==> src/rtl/rtx_fifo_pkg.sv <==
package rtx_fifo_pkg;

  // Strobes from the pointer control to the storage datapath.
  typedef struct packed {
    logic wrGo;  // store wrData at the write address this edge
    logic rdGo;  // fetch the word at the read address this edge
  } fifo_strobe_t;

endpackage

==> src/rtl/rtx_fifo_ctrl.sv <==
module rtx_fifo_ctrl
  import rtx_fifo_pkg::*;
#(
  parameter int DEPTH = 512,
  parameter int AW    = $clog2(DEPTH)
) (
  input  logic          clk,
  input  logic          rstN,
  input  logic          wrEn,
  input  logic          rdEn,
  input  logic          rewind,
  output fifo_strobe_t  strobe,
  output logic [AW-1:0] wrAddr,
  output logic [AW-1:0] rdAddr,
  output logic          empty,
  output logic          full,
  output logic          halfFull
);

  localparam int         PW     = AW + 1;
  localparam logic [AW:0] DEPTH_V = PW'(DEPTH);
  localparam logic [AW:0] HALF_V  = PW'(DEPTH / 2);

  // Pointers carry one lap bit above the address so full and empty differ.
  logic [AW:0] wrPtr, rdPtr;
  logic [AW:0] wrPtrNxt, rdPtrNxt, fillNxt;
  logic        rewindGo;

  always_comb begin
    strobe.wrGo = wrEn && !full;
    strobe.rdGo = rdEn && !empty;
    rewindGo    = rewind && !wrEn && !rdEn;
    wrPtrNxt    = wrPtr + PW'(strobe.wrGo);
    rdPtrNxt    = rewindGo ? '0 : rdPtr + PW'(strobe.rdGo);
    fillNxt     = wrPtrNxt - rdPtrNxt;
  end

  assign wrAddr = wrPtr[AW-1:0];
  assign rdAddr = rdPtr[AW-1:0];

  always_ff @(posedge clk or negedge rstN) begin
    if (!rstN) begin
      wrPtr    <= '0;
      rdPtr    <= '0;
      empty    <= 1'b1;
      full     <= 1'b0;
      halfFull <= 1'b0;
    end else begin
      wrPtr    <= wrPtrNxt;
      rdPtr    <= rdPtrNxt;
      empty    <= (fillNxt == '0);
      full     <= (fillNxt == DEPTH_V);
      halfFull <= (fillNxt > HALF_V);
    end
  end

  // Occupancy never exceeds the storage.
  assert_fill_bound_R3: assert property (@(posedge clk) disable iff (!rstN)
    PW'(wrPtr - rdPtr) <= DEPTH_V);

  assert_no_overflow_R3: assert property (@(posedge clk) disable iff (!rstN)
    (full && wrEn) |=> $stable(wrPtr));

  assert_no_underflow_R4: assert property (@(posedge clk) disable iff (!rstN)
    (empty && rdEn) |=> $stable(rdPtr));

  assert_flag_sanity_R5: assert property (@(posedge clk) disable iff (!rstN)
    !(empty && full) && !(halfFull && empty));

  assert_rewind_moves_read_R7: assert property (@(posedge clk) disable iff (!rstN)
    (rewind && !wrEn && !rdEn) |=> (rdPtr == '0) && $stable(wrPtr));

  assert_rewind_ignored_R8: assert property (@(posedge clk) disable iff (!rstN)
    (rewind && rdEn && !empty) |=> rdPtr == PW'($past(rdPtr) + 1'b1));

endmodule

==> src/rtl/rtx_fifo_store.sv <==
module rtx_fifo_store
  import rtx_fifo_pkg::*;
#(
  parameter int DEPTH = 512,
  parameter int WIDTH = 9,
  parameter int AW    = $clog2(DEPTH)
) (
  input  logic             clk,
  input  logic             rstN,
  input  fifo_strobe_t     strobe,
  input  logic [AW-1:0]    wrAddr,
  input  logic [AW-1:0]    rdAddr,
  input  logic [WIDTH-1:0] wrData,
  output logic [WIDTH-1:0] rdData,
  output logic             rdValid
);

  logic [WIDTH-1:0] mem [DEPTH];

  // Storage array: no reset, so it maps onto a plain RAM.
  always_ff @(posedge clk) begin
    if (strobe.wrGo) mem[wrAddr] <= wrData;
  end

  // Registered read port; rdData holds its last word between reads.
  always_ff @(posedge clk or negedge rstN) begin
    if (!rstN) begin
      rdData  <= '0;
      rdValid <= 1'b0;
    end else begin
      rdValid <= strobe.rdGo;
      if (strobe.rdGo) rdData <= mem[rdAddr];
    end
  end

endmodule

==> src/rtl/rtx_fifo.sv <==
module rtx_fifo
  import rtx_fifo_pkg::*;
#(
  parameter int DEPTH = 512,
  parameter int WIDTH = 9
) (
  input  logic             clk,
  input  logic             rstN,
  input  logic             wrEn,
  input  logic [WIDTH-1:0] wrData,
  input  logic             rdEn,
  input  logic             rewind,
  output logic [WIDTH-1:0] rdData,
  output logic             rdValid,
  output logic             empty,
  output logic             full,
  output logic             halfFull
);

  localparam int AW = $clog2(DEPTH);

  fifo_strobe_t  strobe;
  logic [AW-1:0] wrAddr, rdAddr;

  rtx_fifo_ctrl #(.DEPTH(DEPTH), .AW(AW)) u_ctrl (
    .clk(clk), .rstN(rstN), .wrEn(wrEn), .rdEn(rdEn), .rewind(rewind),
    .strobe(strobe), .wrAddr(wrAddr), .rdAddr(rdAddr),
    .empty(empty), .full(full), .halfFull(halfFull)
  );

  rtx_fifo_store #(.DEPTH(DEPTH), .WIDTH(WIDTH), .AW(AW)) u_store (
    .clk(clk), .rstN(rstN), .strobe(strobe), .wrAddr(wrAddr), .rdAddr(rdAddr),
    .wrData(wrData), .rdData(rdData), .rdValid(rdValid)
  );

  // A read requested on a non-empty buffer returns data on the next edge.
  assert_valid_after_read_R10: assert property (@(posedge clk) disable iff (!rstN)
    (rdEn && !empty) |=> rdValid);

  assert_no_spurious_valid_R10: assert property (@(posedge clk) disable iff (!rstN)
    !(rdEn && !empty) |=> !rdValid);

endmodule

==> config.mk <==
export PLATFORM = sky130hd
export DESIGN_NAME = rtx_fifo
export DESIGN_NICKNAME = d
export VERILOG_FILES = /design/src/rtl/rtx_fifo_pkg.sv /design/src/rtl/rtx_fifo_ctrl.sv /design/src/rtl/rtx_fifo_store.sv /design/src/rtl/rtx_fifo.sv
export SDC_FILE = /design/constraint.sdc
export NUM_CORES = 2
export LEC_CHECK = 0
export BUFFER_PORTS_ARGS = -buffer_cell sky130_fd_sc_hd__buf_2
export CAP_MARGIN = 5
export CORE_MARGIN = 5
export CORE_UTILIZATION = 30
export CTS_BUF_LIST = sky130_fd_sc_hd__clkbuf_4
export DETAILED_ROUTE_END_ITERATION = 8
export SYNTH_ARGS = -nofsm -noshare
export SYNTH_HDL_FRONTEND = slang
export SYNTH_MEMORY_MAX_BITS = 65536
export SYNTH_SLANG_ARGS = --single-unit
==> constraint.sdc <==
create_clock -name clk -period 5.26 [get_ports clk]
set_input_delay 0.526 -clock clk [delete_from_list [all_inputs] [get_ports clk]]
set_output_delay 0.526 -clock clk [all_outputs]
set_load 0.02 [all_outputs]
; After elaboration in Yosys (flattened, before gate mapping)
; Memory sizes are Yosys's and may differ from the RTL's. A register that Yosys moved wholly into a read port is not among the register bits.
; Cells that the tools add are included.
[classes]
n_addsub = 3
mul = 0
div_mod_pow = 0
n_lt_le_gt_ge = 1
eq_ne = 1
shift = 0
n_mux = 3
bitwise_logic = 0
n_reduce_logical = 10
[ops]
columns = cell, count
row1 = $add 10x1->10, 2
row2 = $eq 10x10->1 const B, 1
row3 = $gt 10x9->1 const B, 1
row4 = $logic_not 10->1, 1
row5 = $mux 10, 1
row6 = $sub 10x10->10, 1
row7 = $logic_not 1->1, 5
row8 = $logic_and 1x1->1, 4
row9 = $mux 1, 2
[totals]
regBits = 24
latch_bits = 0
ramBits = 4608
rom_bits = 0
input_bits = 14
output_inout_bits = 13
word_cells = 25
n_memories = 1
[memory_table]
columns = name, depth, word_bits, read_ports, rd_ports_with_merged_regs, wr, line
row1 = u_store.mem, 512, 9, 1, 1, 1, rtx_fifo_store.sv:18  ; logic [WIDTH-1:0] mem [DEPTH];

; Longest topological paths before layout
[logic_depth]
depth_word = 6
depth_mapped = 17
mapped_depth_nobuf = 15

; Cells and area by module
; A second synthesis with hierarchy kept.
[hier_totals]
cells_unflattened = 8393
area_unflattened_um2 = 180071.5
[by_module_without_submodules]
columns = module, n_inst, cells_each, area_each_um2, seq_area_each_um2
row1 = rtx_fifo_store, 1, 8227, 178434.9, 138623.0
row2 = rtx_fifo_ctrl, 1, 166, 1636.6, 576.8

; Worst setup path before layout
; No wires, ideal clock.
[synth_path]
path_kind = reg2reg
from = register u_ctrl.rdPtr[3]
to = register u_ctrl.full
setup_time_ps = 67
t_arrival_ps = 3513
t_required_ps = 5193
slack_ps = 1680
stages_incl_launch_ff = 16
n_path_buf = 5
period_less_slack_ps = 3580
cell_sequence = dfrtp_1 > buf_2 > inv_2 > buf_4 > buf_2 > buf_2 > clkbuf_1 > xnor2_1 > or2_2 > ha_1 > a21boi_0 > o21ai_0 > a21oi_1 > xor2_1 > nor4_1 > and3b_1
[synth_via]
elab_chain_len = 4
[synth_rtl]
columns = element, line
row1 = start: declaration, rtx_fifo_ctrl.sv:25  ; logic [AW:0] wrPtr, rdPtr;
row2 = start signal: assignment, rtx_fifo_ctrl.sv:50  ; rdPtr <= rdPtrNxt;
row3 = $add 10x1->10, rtx_fifo_ctrl.sv:34  ; rdPtrNxt = rewindGo ? '0 : rdPtr + PW'(strobe.rdGo);
row4 = $mux 10, rtx_fifo_ctrl.sv:34
row5 = $sub 10x10->10, rtx_fifo_ctrl.sv:35  ; fillNxt = wrPtrNxt - rdPtrNxt;
row6 = $eq 10x10->1, rtx_fifo_ctrl.sv:52  ; full <= (fillNxt == DEPTH_V);
row7 = end signal: assignment, rtx_fifo_ctrl.sv:52
row8 = end: declaration, rtx_fifo_ctrl.sv:16  ; output logic full,
; No other way between the ends.

==> run metrics <==
status finished, violations left; failing checks max-capacitance violations, max-slew violations; initial antenna violation count 26; Synth cell types 73; Port Buf Inserts 26; Sequential cell area about 0.14 mm2; fin crit period 4.95 ns; end of the critical path u_store.rdData[0]; CP Max Fanout 29; clk root buf clkbuf_4; met1 WL just under 200 mm; Synth top area share 0.770; vias in the first global route 97300; Place WS just over 0.6 ns; area of the multi-input gates 0.0377 mm2; max-cap viol count 1; Core Footprint roughly 0.60 mm2; share of cells above drive strength 1 0.336; critical path class register to register; largest net degree at the start of global routing 160; Mapped Area between 0.15 and 0.2 mm2; YS warnings 0; Final setup viols 0; Synth top cells by count 4608 x edfxtp_1, 1124 x mux4_2, 578 x nor2_1, 227 x mux2i_1, 203 x nand2_1; Final Hold Vio Count 0; cell type with the largest total area after synthesis edfxtp_1; Crit path required time about 6.8 ns; unrepaired setup endpoints after global routing no; Avg Inst Size Synth between 20 and 25 um2; largest cells by area after synthesis edfxtp_1 77%, mux4_2 14%, mux2i_1 1.3%; setup ws final between 0.3 and 0.4 ns; crit-path cells or3b_2, o22ai_1, a211oi_1, a21oi_1, nand4_1, nor4_1, buf_4, a211o_1; setup TNS 0 ns; Worst Max-Slew Pin Slew between 1.5 and 2 ns; Horiz. Die Dim about 800 um; Ports 27; pwr dens approximately 470 mW/mm2; TritonCTS clock tree yes; via/cell ratio just over 5; Peak VDD IR 0.000305 V; standard-cell rows approximately 280; reg-to-reg slack, setup about 0.3 ns; Num Clock Sinks 4641; CTS clk-pin slew, worst paths about 0.07 ns; Starting Density 0.301; Num CTS Buffers 1230; later-pin clock latency in the skew report between 1.5 and 2 ns; worst r2r src u_ctrl.rdPtr[1]; worst r2r path cells 8; Routed met3 length ~53 mm; Clock Path Buffers 5; DPL Wire Length 310 mm; top sig layer met5; Setup Skew about 0.16 ns; drt first-iter violations roughly 12000; die area just over 0.6 mm2; Slew Viols, Final 2; first-pass GRT wire length 731 mm; synthesized net count roughly 8200; GRT Overall Usage 0.167; CP Launch Type register; worst stage delay on the critical path about 1.4 ns; Post-synth top flop edfxtp_1; # fillers 55800; metal2 WL around 250 mm; Seq/Total Area, Yosys 0.775; Worst path slowest cell nor4_1; Post-synth EDFFs ~4600; total number of H-tree levels 7; via count around 94000; R2R Path End u_store.rdData[0]; post-route ant nets 0; Wirelength per Cell between 20 and 30 um; Pre-antenna DRT Iters 7; Leak 64.3 nW; Data arrival, critical path approximately 6.5 ns; Area Growth Syn to Fin 14.8%; Hold Crit Class input pin to register; fmax 202 MHz; top-count cell post-synth edfxtp_1; Routed WL 521 mm; # nets final approximately 9400; FF+latch count, synth 4641; drt drc 0; CP Capture Type register; Critical path origin u_ctrl.rdPtr[1]; grt ovf 0; CTS-repair resized insts 0; RePlAce Congestion approximately 0.85; final hold slack between 0.2 and 0.25 ns; crit share post-route 0.941; asr flop ratio synth 0.00711; Cells after Synth just over 8000; Slew HR -0.0166; chip height between 700 and 800 um
-- report_power, final --
part / switching (mW) / internal, mW
clock network: 14.3 / 15.4
logic: 15.7 / 11.0
registers: 0.562 / 40.9
-- how the worst min path moves through the flow --
stage,cells after the start,slack (ns),endpoint,from
2_1_floorplan,0,0.23,u_ctrl.full,rstN
3_3_place_gp,1,0.51,u_ctrl.wrPtr[9],u_ctrl.wrPtr[9]
3_5_place_dp,2,0.51,u_store.rdData[1],u_store.rdData[1]
4_1_cts,4,0.009,u_ctrl.rdPtr[9],rewind
5_1_grt,4,0.07,u_ctrl.rdPtr[9],rewind
6_report,4,0.23,u_ctrl.rdPtr[9],rewind
-- layout make-up --
cell class / count / share of cell area
clock inverter: 319 / 0.00797
multi-input combinational: 3045 / 0.183
clock buffer: 1687 / 0.0614
inverter: 15 / 0.000334
tap: 8008 / 0.0486
antenna: 25 / 0.000303
timing repair buffer: 468 / 0.0232
sequential: 4641 / 0.675
-- placed cells by master, fill, tap and decap left out, types with 18 or more instances in the layout --
master and count:
nand3_1 44, nand2_1 186, mux2i_1 227, clkbuf_4 1687, diode_2 25, nor2_1 574
nor2b_1 28, clkinv_2 31, buf_12 81, a21oi_1 101, a221oi_1 33, nor3_1 43
a211oi_1 43, inv_2 24, buf_2 19, edfxtp_1 4608, mux2_2 18, o221ai_1 25
mux4_2 1124, dfrtp_1 28, buf_4 325, mux4_1 26, o21ai_0 37, o22ai_1 107
a22oi_1 137, dlygate4sd3_1 25, clkinv_1 241
-- registers in the layout, summed over array words and instances, names as in the netlist --
register / cells
u_ctrl.halfFull: 1
u_ctrl.wrPtr: 10
u_ctrl.rdPtr: 10
u_store.rdValid: 1
u_store.rdData: 9
u_store.mem: 4608
u_ctrl.empty: 1
u_ctrl.full: 1
-- stage by stage --
step                cells  utilization  area, um2  power, mW
floorplan            8197            -     180000       58.8
detailed placement  16100        0.320     191000       68.9
global route        18200        0.345     206000        102
CTS                 18200        0.345     206000       98.5
global placement    16100        0.320     191000       68.8
finish              18200        0.345     206000       97.9
-- layer usage --
metal	global-route usage	up-vias
met4	0.0762	12
met1	0.215	49800
met2	0.263	5694
met5	0.00217	-
li1	-	37700
met3	0.0463	985
-- worst max-delay path: cells and delay by family, from the launching register on --
family | cells | cell delay [ns]
and+or+nand+nor | 3 | 2.61
DFF | 1 | 1.13
AOI/OAI and AO/OA | 4 | 0.84
buffers and inverters | 1 | 0.26
-- repair_timing --
item | CTS | global route
hold endpoints to repair | 4674 | 0
hold buffers | 34 | 0
endpoints found under the setup margin | 0 | 0
buffers inserted | 0 | 0
-- cells by family (layout without fill, tap and decap cells) --
kind of cell	after synthesis	after routing	synth area share
DFF	4641	4641	0.775
muxes	1395	1395	0.159
and+or+nand+nor	1015	1015	0.0242
AOI/OAI and AO/OA	597	597	0.0232
buffers and inverters	511	2489	0.0170
xor gates and xnor gates	24	24	0.00117
adders and majority gates	14	14	0.00102
other	0	25	0
Power figures use the tool's default switching activity.
